### src/rtl/cla_gen4.sv
module cla_gen4 (
  input  logic [3:0] grp_gen_n,
  input  logic [3:0] grp_prop_n,
  input  logic       carry_in,
  output logic       carry_g1,
  output logic       carry_g2,
  output logic       carry_g3,
  output logic       blk_gen_n,
  output logic       blk_prop_n
);

  logic [3:0] g, p;
  logic       bg;

  assign g = ~grp_gen_n;
  assign p = ~grp_prop_n;

  assign carry_g1 = g[0] | (p[0] & carry_in);
  assign carry_g2 = g[1] | (p[1] & g[0]) | (p[1] & p[0] & carry_in);
  assign carry_g3 = g[2] | (p[2] & g[1]) | (p[2] & p[1] & g[0])
                  | (p[2] & p[1] & p[0] & carry_in);

  assign bg = g[3] | (p[3] & g[2]) | (p[3] & p[2] & g[1])
            | (p[3] & p[2] & p[1] & g[0]);

  assign blk_gen_n  = ~bg;
  assign blk_prop_n = ~(&p);

  always_comb begin

    idle_quiet_chk: assert (!(grp_gen_n == 4'hF && grp_prop_n == 4'hF && !carry_in)
                            || (!carry_g1 && !carry_g2 && !carry_g3 && blk_gen_n && blk_prop_n));

    g1_from_gen0_chk: assert (grp_gen_n[0] || carry_g1);

    g3_full_chain_chk: assert (!(carry_in && grp_prop_n == 4'h0) || carry_g3);

    blk_gen_source_chk: assert (blk_gen_n || grp_gen_n != 4'hF);

    blk_prop_all_chk: assert (blk_prop_n || grp_prop_n == 4'h0);
  end

endmodule

### config.mk
export PLATFORM = sky130hd
export DESIGN_NAME = cla_gen4
export DESIGN_NICKNAME = d
export VERILOG_FILES = /design/src/rtl/cla_gen4.sv
export SDC_FILE = /design/constraint.sdc
export NUM_CORES = 1
export LEC_CHECK = 0
export BUFFER_PORTS_ARGS = -buffer_cell sky130_fd_sc_hd__buf_4
export CAP_MARGIN = 20
export CORE_AREA = 3 3 40 42
export DETAILED_ROUTE_END_ITERATION = 8
export DIE_AREA = 0 0 43 45
export RECOVER_POWER = 100
export SLEW_MARGIN = 10
export SYNTH_ARGS = -nofsm -noshare
export SYNTH_HDL_FRONTEND = slang
export SYNTH_SLANG_ARGS = --single-unit
### constraint.sdc
create_clock -name vclk -period 0.8
set_input_delay 0.12 -clock vclk [all_inputs]
set_output_delay 0.12 -clock vclk [all_outputs]
set_load 0.03 [all_outputs]
==> summary.txt <==
Timing
  • FMAX: around 960 MHz
  • Final hold vios: 0
  • Final number of setup-violating endpoints: 3
  • Fin Setup TNS: -0.4606 ns
  • Slew margin rel.: approximately nine tenths
  • Final Max Tran Viols: 0
  • Worst setup margin: -0.2386 ns
  • Final Critical Period: 1.039 ns
  • Final cycle utilization of the critical path: 129.8%
  • Unrepaired setup endpoints after global routing: yes
  • Worst slew pin tran: between 0.15 and 0.2 ns

Synth
  • Synth Instances: 11
  • Sequential share of the synthesized area: 0%
  • Syn nets: 20
  • Average size of a mapped cell: roughly 5.5 µm²
  • Cell variety after synth: 8
  • Post-Syn Area: 60.06 µm²
  • Yosys warns: 0

Run status
  • Status: complete, but fails checks
  • Failing checks: negative setup slack

Placed design
  • Routability cong.: 0.7108
  • Input/output buffers: 14
  • Dpl cell area: about 220 µm²
  • Post-DP HPWL: 303.6 µm
  • Number of instances in the placed design: 43

Final layout
  • Sequential cell count: 0
  • Antenna diode count: 0
  • Area grow syn2layout: 391.7%
  • Fill cell count: approximately 140
  • Fin cells: 43
  • Layout cells sized above 1: 92.86%
  • Multi-input gate area: slightly above 100 µm²
  • Clock buffers: 0
  • Register Area: 0 µm²
  • Final net count: 39
  • Most frequent cells in the layout: 8 x buf_6, 8 x buf_4, 2 x o21ai_2
  • Final Cell Area: slightly below 300 µm²

Global route
  • Global-route wire length before repair: a little under 600 µm
  • Vias in the first global route: 147
  • Largest net degree at the start of global routing: 4
  • Total gr overflow: 0
  • Gr usage total: roughly 3.7%
  • Antenna violations before repair: 0

Floorplanning
  • Die area: roughly 1900 µm²
  • Core ar.: 1285 µm²
  • Initial Util: 4.674%
  • IO Pins: 14
  • Cell Rows: 13
  • Chip Width: approximately 43 µm
  • Vert. Die Dim: approximately 45 µm

Power
  • Pwr Total: about 180 µW
  • Power Density: about 620 nW/µm²
  • Lkg Pwr: 0.0001250 µW
  • Max IR drop VDD: 0.07779 mV

Routing
  • DR WL/cell: 9.605 µm
  • WL final: 413 µm
  • DRC: 0
  • Via count: approximately 150
  • Vias/cell: around 3.6
  • Starting DRT DRC Count: 0
  • First-pass DRT Iterations: 1
  • DRT antenna net count: 0

Worst setup path
  • Critical path class: in2out
  • Crit path arrival time: between 0.9 and 1 ns
  • Worst Setup End Kind: output port
  • Worst EP required: between 0.6 and 0.7 ns
  • CP max FO: 2
  • Worst setup path endpoint: blk_prop_n
  • Worst setup SP type: input port
  • CP startpoint: grp_prop_n[2]

Worst hold path
  • Hold Path Class: in2out

Run
  • Max Cap Viol: 0

Clocking
  • Hold Buf Count CTS: 0
worst min path at each step:
stage,endpoint,startpoint,cells after the start,slack (ns)
2_1_floorplan,carry_g2,grp_gen_n[1],1,0.34
3_3_place_gp,carry_g2,grp_gen_n[1],3,0.55
3_5_place_dp,carry_g2,grp_gen_n[1],3,0.54
4_1_cts,carry_g2,grp_gen_n[1],3,0.53
5_1_grt,blk_prop_n,grp_prop_n[0],3,0.55
6_report,blk_prop_n,grp_prop_n[0],3,0.54
repair_timing:
item | CTS | global route
buffers inserted | 1 | 0
hold endpoints to repair | 0 | 0
pin swaps | 5 | 5
setup endpoints to repair | 5 | 4
resized for setup | 13 | 8
cells in the mapped netlist:
cell	instances	area (µm²)
inv_1	2	7.510
or3_1	1	6.260
nor2_1	1	3.750
a21oi_1	1	5.000
o21a_1	1	7.510
o221ai_1	1	8.760
or2_1	1	6.260
o21ai_0	3	15.01
final cells by class:
type                       count  area share [%]
inverter                       2           2.542
multi-input combinational      9           35.17
tap                           15           6.356
timing repair buffer          17           55.93
where the power goes:
part	leakage, µW	switching (µW)	internal, µW
registers	0	0	0
logic	0.000125	83.3	99.8
clock network	0	0	0
total	0.000125	83.3	99.8
per-stage QoR:
step / setup slack, ns / hold slack, ns / utilization (%)
after floorplan: -0.05795 / 0.3424 / -
after global routing: -0.2558 / 0.5483 / 22.98
after detailed placement: -0.2754 / 0.5433 / 17.23
after CTS: -0.2405 / 0.5277 / 21.32
after global placement: -0.2709 / 0.5454 / 17.23
final: -0.2386 / 0.5351 / 22.98
worst max-delay path, cell delays in order:
cell   delay, ns
buf_6       0.09
or2_4       0.24
or3_4       0.33
buf_6       0.14
logic make-up after synthesis:
logic type | Yosys count | synth area share [%]
compound gates | 6 | 60.41
simple gates | 3 | 27.09
buf+inv | 2 | 12.50
per-layer routing:
metal	global-route usage (%)	routed length (µm)	vias up
li1	-	-	74
met1	3.571	106	70
met2	8.383	246	10
met3	0.7968	60	0
met4	0	0	0
met5	0	0	-
Power figures use the tool's default switching activity.
